File: src/rtl/bsr_pkg.sv
package bsr_pkg;

    // Select encoding: bit 0 is sel_up, bit 1 is sel_down.
    typedef enum logic [1:0] {
        OP_HOLD = 2'b00,
        OP_UP   = 2'b01,
        OP_DOWN = 2'b10,
        OP_LOAD = 2'b11
    } op_e;

    // One-hot source choice for each bit cell.
    typedef struct packed {
        logic keep;
        logic from_lower;
        logic from_upper;
        logic from_par;
    } cell_ctl_t;

    function automatic op_e decode_op(input logic up, input logic down);
        return op_e'({down, up});
    endfunction

    function automatic cell_ctl_t ctl_of(input op_e op);
        cell_ctl_t c;
        c = '0;
        case (op)
            OP_HOLD: c.keep       = 1'b1;
            OP_UP:   c.from_lower = 1'b1;
            OP_DOWN: c.from_upper = 1'b1;
            OP_LOAD: c.from_par   = 1'b1;
            default: c.keep       = 1'b1;
        endcase
        return c;
    endfunction

endpackage

File: src/rtl/bsr_mode_decode.sv
module bsr_mode_decode
    import bsr_pkg::*;
(
    input  logic      sel_up,
    input  logic      sel_down,
    output cell_ctl_t ctl
);
    op_e op;

    always_comb begin
        op  = decode_op(sel_up, sel_down);
        ctl = ctl_of(op);
    end
endmodule

File: src/rtl/bsr_bit_cell.sv
module bsr_bit_cell
    import bsr_pkg::*;
(
    input  cell_ctl_t ctl,
    input  logic      cur_bit,
    input  logic      lower_bit,
    input  logic      upper_bit,
    input  logic      par_bit,
    output logic      next_bit
);
    always_comb begin
        next_bit = (ctl.keep       & cur_bit)
                 | (ctl.from_lower & lower_bit)
                 | (ctl.from_upper & upper_bit)
                 | (ctl.from_par   & par_bit);
    end
endmodule

File: src/rtl/bsr_shift_reg.sv
module bsr_shift_reg
    import bsr_pkg::*;
#(
    parameter int unsigned W = 4
) (
    input  logic         clk,
    input  logic         rst,
    input  logic         sel_up,
    input  logic         sel_down,
    input  logic         fill_lsb,
    input  logic         fill_msb,
    input  logic [W-1:0] load_word,
    output logic [W-1:0] word_out
);
    localparam int unsigned TOP = W - 1;

    cell_ctl_t    ctl;
    logic [W-1:0] word_q;
    logic [W-1:0] lower_vec;
    logic [W-1:0] upper_vec;
    logic [W-1:0] word_d;

    bsr_mode_decode u_dec (
        .sel_up   (sel_up),
        .sel_down (sel_down),
        .ctl      (ctl)
    );

    // Neighbour seen by each bit: its lower or upper neighbour, or a fill input at the ends.
    assign lower_vec = {word_q[TOP-1:0], fill_lsb};
    assign upper_vec = {fill_msb, word_q[TOP:1]};

    for (genvar i = 0; i < W; i++) begin : g_cell
        bsr_bit_cell u_cell (
            .ctl       (ctl),
            .cur_bit   (word_q[i]),
            .lower_bit (lower_vec[i]),
            .upper_bit (upper_vec[i]),
            .par_bit   (load_word[i]),
            .next_bit  (word_d[i])
        );
    end

    always_ff @(posedge clk) begin
        if (rst) word_q <= '0;
        else     word_q <= word_d;
    end

    assign word_out = word_q;

    p_clear_r1: assert property (@(posedge clk)
        rst |=> (word_out == '0));

    p_hold_r2: assert property (@(posedge clk) disable iff (rst)
        (!sel_up && !sel_down) |=> $stable(word_out));

    p_up_r3: assert property (@(posedge clk) disable iff (rst)
        (sel_up && !sel_down) |=>
            (word_out == {$past(word_out[TOP-1:0]), $past(fill_lsb)}));

    p_down_r4: assert property (@(posedge clk) disable iff (rst)
        (!sel_up && sel_down) |=>
            (word_out == {$past(fill_msb), $past(word_out[TOP:1])}));

    p_load_r5: assert property (@(posedge clk) disable iff (rst)
        (sel_up && sel_down) |=> (word_out == $past(load_word)));

endmodule

File: config.mk
export PLATFORM = sky130hd
export DESIGN_NAME = bsr_shift_reg
export DESIGN_NICKNAME = d
export VERILOG_FILES = /design/src/rtl/bsr_pkg.sv /design/src/rtl/bsr_mode_decode.sv /design/src/rtl/bsr_bit_cell.sv /design/src/rtl/bsr_shift_reg.sv
export SDC_FILE = /design/constraint.sdc
export NUM_CORES = 1
export LEC_CHECK = 0
export BUFFER_PORTS_ARGS = -buffer_cell sky130_fd_sc_hd__buf_2
export CAP_MARGIN = 20
export CORE_AREA = 3 3 40 42
export DETAILED_ROUTE_END_ITERATION = 8
export DIE_AREA = 0 0 43 45
export GPL_TIMING_DRIVEN = 1
export HOLD_SLACK_MARGIN = 0.03
export PLACE_DENSITY_LB_ADDON = 0.05
export SYNTH_ARGS = -nofsm -noshare
export SYNTH_HDL_FRONTEND = slang
export SYNTH_SLANG_ARGS = --single-unit
File: constraint.sdc
create_clock -name clk -period 1.65 [get_ports clk]
set_input_delay 0.495 -clock clk [delete_from_list [all_inputs] [get_ports clk]]
set_output_delay 0.495 -clock clk [all_outputs]
set_load 0.01 [all_outputs]
; Word level (Yosys, flattened, before mapping)
; Cells that the tools add are included.
; Widths: inputs -> output; s select.
[totals]
reg_bits = 4
inputBits = 10
out_inout_bits = 4
elab_cells = 37
[classes]
n_eq_ne = 3
muxes = 4
bitwise = 28
reduce_logical = 1
[ops]
columns = cell, n
row1 = $and 1x1->1, 16
row2 = $or 1x1->1, 12
row3 = $eq 2x2->1 const B, 2
row4 = $mux 1, 4
row5 = $eq 2x1->1 const B, 1
row6 = $logic_not 2->1, 1

; Depth between registers and ports, before layout
[depth]
depth_word = 6
depth_mapped = 2
depth_no_buf = 2

; Hierarchy
; From an unflattened synthesis, not the netlist that was laid out.
[unflattened]
hier_cells = 24
hier_area_um2 = 206.4
[modules_own_cells]
columns = mod, instances, cells_each, area_per_inst_um2, seq_area_each_um2
row1 = bsr_shift_reg, 1, 8, 105.1, 80.1
row2 = bsr_bit_cell, 4, 3, 18.8, 0.0
row3 = bsr_mode_decode, 1, 4, 26.3, 0.0

; Least setup slack after synthesis
; OpenSTA, ideal clock, no wires.
[synth_timing]
path_type = input port to flip-flop
start = in sel_up
end = reg word_q[0], in the netlist word_out[0]
setup_ps = 114
t_arrival_ps = 1077
t_required_ps = 1536
setup_slack_ps = 459
cell_stages = 2
path_buffers = 0
path_cell_list = mux4_2 > nor2b_1
[synth_between]
elab_chain_cells = 6
[synth_lines]
columns = item, line_no
row1 = "start, declared", bsr_shift_reg.sv:8  ; input logic sel_up,
row2 = $eq 2x1->1 / $logic_not 2->1 (equally long branches), bsr_pkg.sv:26  ; case (op)
row3 = $mux 1, bsr_pkg.sv:26
row4 = $and 1x1->1 (on tied branches), "bsr_bit_cell.sv:13, bsr_bit_cell.sv:12"
row5 = $or 1x1->1, bsr_bit_cell.sv:13  ; | (ctl.from_lower & lower_bit)
row6 = $or 1x1->1, bsr_bit_cell.sv:14  ; | (ctl.from_upper & upper_bit)
row7 = $or 1x1->1 *, bsr_bit_cell.sv:15  ; | (ctl.from_par & par_bit);
row8 = "end signal, assigned", bsr_shift_reg.sv:46  ; else word_q <= word_d;
row9 = "end, declared", bsr_shift_reg.sv:18  ; logic [W-1:0] word_q;
; Mark *: on every way between the ends. The rest lies on a longest branch, timed or not.
; A chain may end at the register's enable or synchronous reset.

; Worst setup path in the final report
[layout_timing]
start = reg word_q[1], in the netlist word_out[1]
end = out word_out[1]
[layout_rtl]
columns = item, line_no
row1 = "end, declared", bsr_shift_reg.sv:13  ; output logic [W-1:0] word_out
; No word-level cell between the ends.

==> flow_metrics.env <==
export IMPL_drt_pass1_iterations=1
export IMPL_multiInputGateArea_um2=115.1
export IMPL_power_per_cell_area_nw_per_um2=899.2
export IMPL_clk_pin_slew_ns=0.04
export IMPL_cap_viol_max_count=0
export IMPL_part_of_the_total_power_dissipated_in_the_clock_network_pct=43.0
export IMPL_route_detailed_wl_per_inst_um=10.91
export IMPL_postCtsSetupRepairBufs=0
export IMPL_coreArea_um2=1285
export IMPL_antenna_found_initial=0
export IMPL_leakage_dissipation_nw=0.1382
export IMPL_grt_overflow_total=0
export IMPL_timing_slew_headroom_pct=90.67
export IMPL_clock_fmax_mhz=801.4
export IMPL_htree_num_levels=1
export IMPL_share_of_synthesized_area_spent_on_multiplexers_pct=40.00
export IMPL_timing_critical_path_slowest_cell_delay_ns=0.37
export IMPL_grt_start_max_net_pins=5
export IMPL_via_count_of_the_first_global_routing_pass=193
export IMPL_share_of_the_cycle_needed_by_the_critical_path_after_routing_pct=75.62
export IMPL_synth_seq_area_share_pct=35.56
export IMPL_tritoncts_num_sinks=4
export IMPL_width_of_the_chip_um=43
export IMPL_r2r_end="word_out[2]$_SDFF_PP0_"
export IMPL_cts_buffers=3
export IMPL_cellInternalPower_w=0.0002152
export IMPL_worst_r2r_startpoint="word_out[1]$_SDFF_PP0_"
export IMPL_ys_flop_type="sky130_fd_sc_hd__dfxtp_1"
export IMPL_switching_share_pct=20.64
export IMPL_post_synth_instance_area_um2=225.2
export IMPL_number_of_flip_flops_in_the_largest_register=4
export IMPL_cp_required_ns=1.15
export IMPL_synth_top_cells_by_count="sky130_fd_sc_hd__buf_4 (4), sky130_fd_sc_hd__dfxtp_1 (4), sky130_fd_sc_hd__mux4_2 (4), sky130_fd_sc_hd__nor2b_1 (4)"
export IMPL_worst_path_buf_inv=1
export IMPL_num_fill_cells=143
export IMPL_synth_compound_area_share_pct=0
export IMPL_synth_area_top_cells="sky130_fd_sc_hd__mux4_2 (40%), sky130_fd_sc_hd__dfxtp_1 (36%), sky130_fd_sc_hd__buf_4 (13%)"
export IMPL_ctsResizeCount=0
export IMPL_yosysWarnings=0
export IMPL_synth_edf_count=0
export IMPL_synthAdderAreaFrac_pct=0
export IMPL_combPwrFrac_pct=16.6
export IMPL_grtUsageTotal_pct=6.538
export IMPL_timing_hold_violations_final=0
export IMPL_async_reset_ff_share_pct=0
export IMPL_synth_largest_area_cell="sky130_fd_sc_hd__mux4_2"
export IMPL_hold_start="rst"
export IMPL_number_of_non_filler_instances_in_the_completed_layout=43
export IMPL_post_synthesis_simple_gate_area_fraction_pct=11.11
export IMPL_critical_path_slowest_cell="sky130_fd_sc_hd__dfxtp_1"
export IMPL_post_synth_top_area_fraction_pct=40.00
export IMPL_cts_root_buffer_cell="sky130_fd_sc_hd__clkbuf_4"
export IMPL_timing_critical_path_arrival_ns=0.75
export IMPL_syn_inst=16
export IMPL_cp_top_family="flip-flops"
export IMPL_quantity_of_hold_fixing_buffers_added_after_cts=0
export IMPL_overall_die_area_um2=1935
export IMPL_setup_viol=0
export IMPL_ff2ff_path_depth=2
export IMPL_post_synth_cell_area_avg_um2=14.08
export IMPL_io_pin_count=14
export IMPL_cp_end_kind="primary output"
export IMPL_number_of_buffers_on_the_longest_clock_path=2
export IMPL_register_area_um2=80.08
export IMPL_cp_start_kind="register"
export IMPL_min_path_type="in2reg"
export IMPL_final_critical_period_ns=1.248
export IMPL_combinational_family_with_the_most_area_after_synthesis="multiplexers"
export IMPL_vias_per_cell=3.767
export IMPL_post_route_drc_count=0
export IMPL_clkLatencyLatePin_ns=0.23
export IMPL_syn_to_final_growth_pct=33.89
export IMPL_routed_wl_um=469
export IMPL_synthXorXnorAreaFrac_pct=0
export IMPL_regToRegSetupSlack_ns=0.62
export IMPL_initial_core_util_pct=17.53
export IMPL_setup_tns_final_ns=0
export IMPL_die_height_um=45
export IMPL_number_of_buffers_inserted_by_port_buffering=13
export IMPL_max_vdd_ir_drop_v=0.0001536
export IMPL_drtIter0Drc=0
export IMPL_worstMarginPinSlew_ns=0.1398
export IMPL_min_delay_worst_endpoint="word_out[1]$_SDFF_PP0_"
export IMPL_dp_cells=40
export IMPL_post_route_cells_drive_above_1_share_pct=71.43
export IMPL_final_setup_skew_ns=0.001001
export IMPL_hold_path_cell_count=2
export IMPL_final_hold_worst_slack_ns=0.4691
export IMPL_power_switching_w=0.00005596
export IMPL_postSynthRegisterBits=4
export IMPL_grt_pass1_wl_um=814
export IMPL_synth_lib_cells_used_distinct=4
export IMPL_crit_chain="buf_2"
export IMPL_num_rows=13
export IMPL_rsz0062_at_grt="no"
export IMPL_cts_tree="built"
export IMPL_dr_total_vias=162
export IMPL_antennaDiodeCount=0
export IMPL_critical_path_class="reg2out"
export IMPL_place_gp_congestion=0.6089
export IMPL_run_status="finished clean"
export IMPL_synth_fp_nets=26
export IMPL_power_frac_seq_pct=40.4
export IMPL_final_max_slew_violation_count=0
export IMPL_nNetsFinal=40
export IMPL_crit_path_max_fanout=4
export IMPL_ant_nets=0
## routing by layer
layer,GRT usage [%],share of wire (%),up-vias
li1,-,-,80
met1,7.125,41,71
met2,8.683,43,11
met3,3.187,16,0
met4,7.229,0,0
met5,0,0,-
## power by group through the flow
stage / sequential (W) / combinational, W / clock [W]
finish: 0.000110 / 0.0000450 / 0.000117
global route: 0.000111 / 0.0000503 / 0.000133
CTS: 0.000110 / 0.0000461 / 0.000125
detailed placement: 0.000111 / 0.0000461 / 0
global placement: 0.000111 / 0.0000464 / 0
floorplan: 0.000109 / 0.0000333 / 0
## worst max-delay path by stage
stage / start / slack (ns) / to / cells after the start
2_1_floorplan: sel_up / 0.46 / word_out[0]$_SDFF_PP0_ / 2
3_3_place_gp: sel_down / 0.26 / word_out[3]$_SDFF_PP0_ / 3
3_5_place_dp: sel_down / 0.26 / word_out[3]$_SDFF_PP0_ / 3
4_1_cts: word_out[1]$_SDFF_PP0_ / 0.37 / word_out[1] / 1
5_1_grt: word_out[1]$_SDFF_PP0_ / 0.35 / word_out[1] / 1
6_report: word_out[1]$_SDFF_PP0_ / 0.40 / word_out[1] / 1
## cell families (layout without fill, tap and decap cells)
| kind of cell | count (synthesis) | after routing |
|---|---|---|
| AND/OR/NAND/NOR | 4 | 4 |
| flip-flops | 4 | 4 |
| multiplexers | 4 | 4 |
| buffers and inverters | 4 | 16 |
## metrics by stage
step                      power [W]  util [%]  instance area (µm²)  setup slack (ns)
after detailed placement  0.0001574     21.71                279.0            0.2614
after CTS                 0.0002808     23.47                301.5            0.3747
final                     0.0002712     23.47                301.5            0.4022
after global placement    0.0001573     21.71                279.0            0.2648
after floorplan           0.0001419         -                225.2            0.4593
after global routing      0.0002944     23.47                301.5            0.3456
## cells in the final DEF, fill, tap and decap left out
master                      n
sky130_fd_sc_hd__mux4_2     4
sky130_fd_sc_hd__clkbuf_4   3
sky130_fd_sc_hd__dfxtp_1    4
sky130_fd_sc_hd__buf_2     13
sky130_fd_sc_hd__nor2b_1    4
## final cells by class
type                       instances  share of cell area (%)
multi-input combinational          8                   38.17
sequential                         4                   26.56
clock buffer                       3                   7.469
tap                               15                   6.224
timing repair buffer              13                   21.58
No activity file was read; power rests on OpenSTA's default activity.
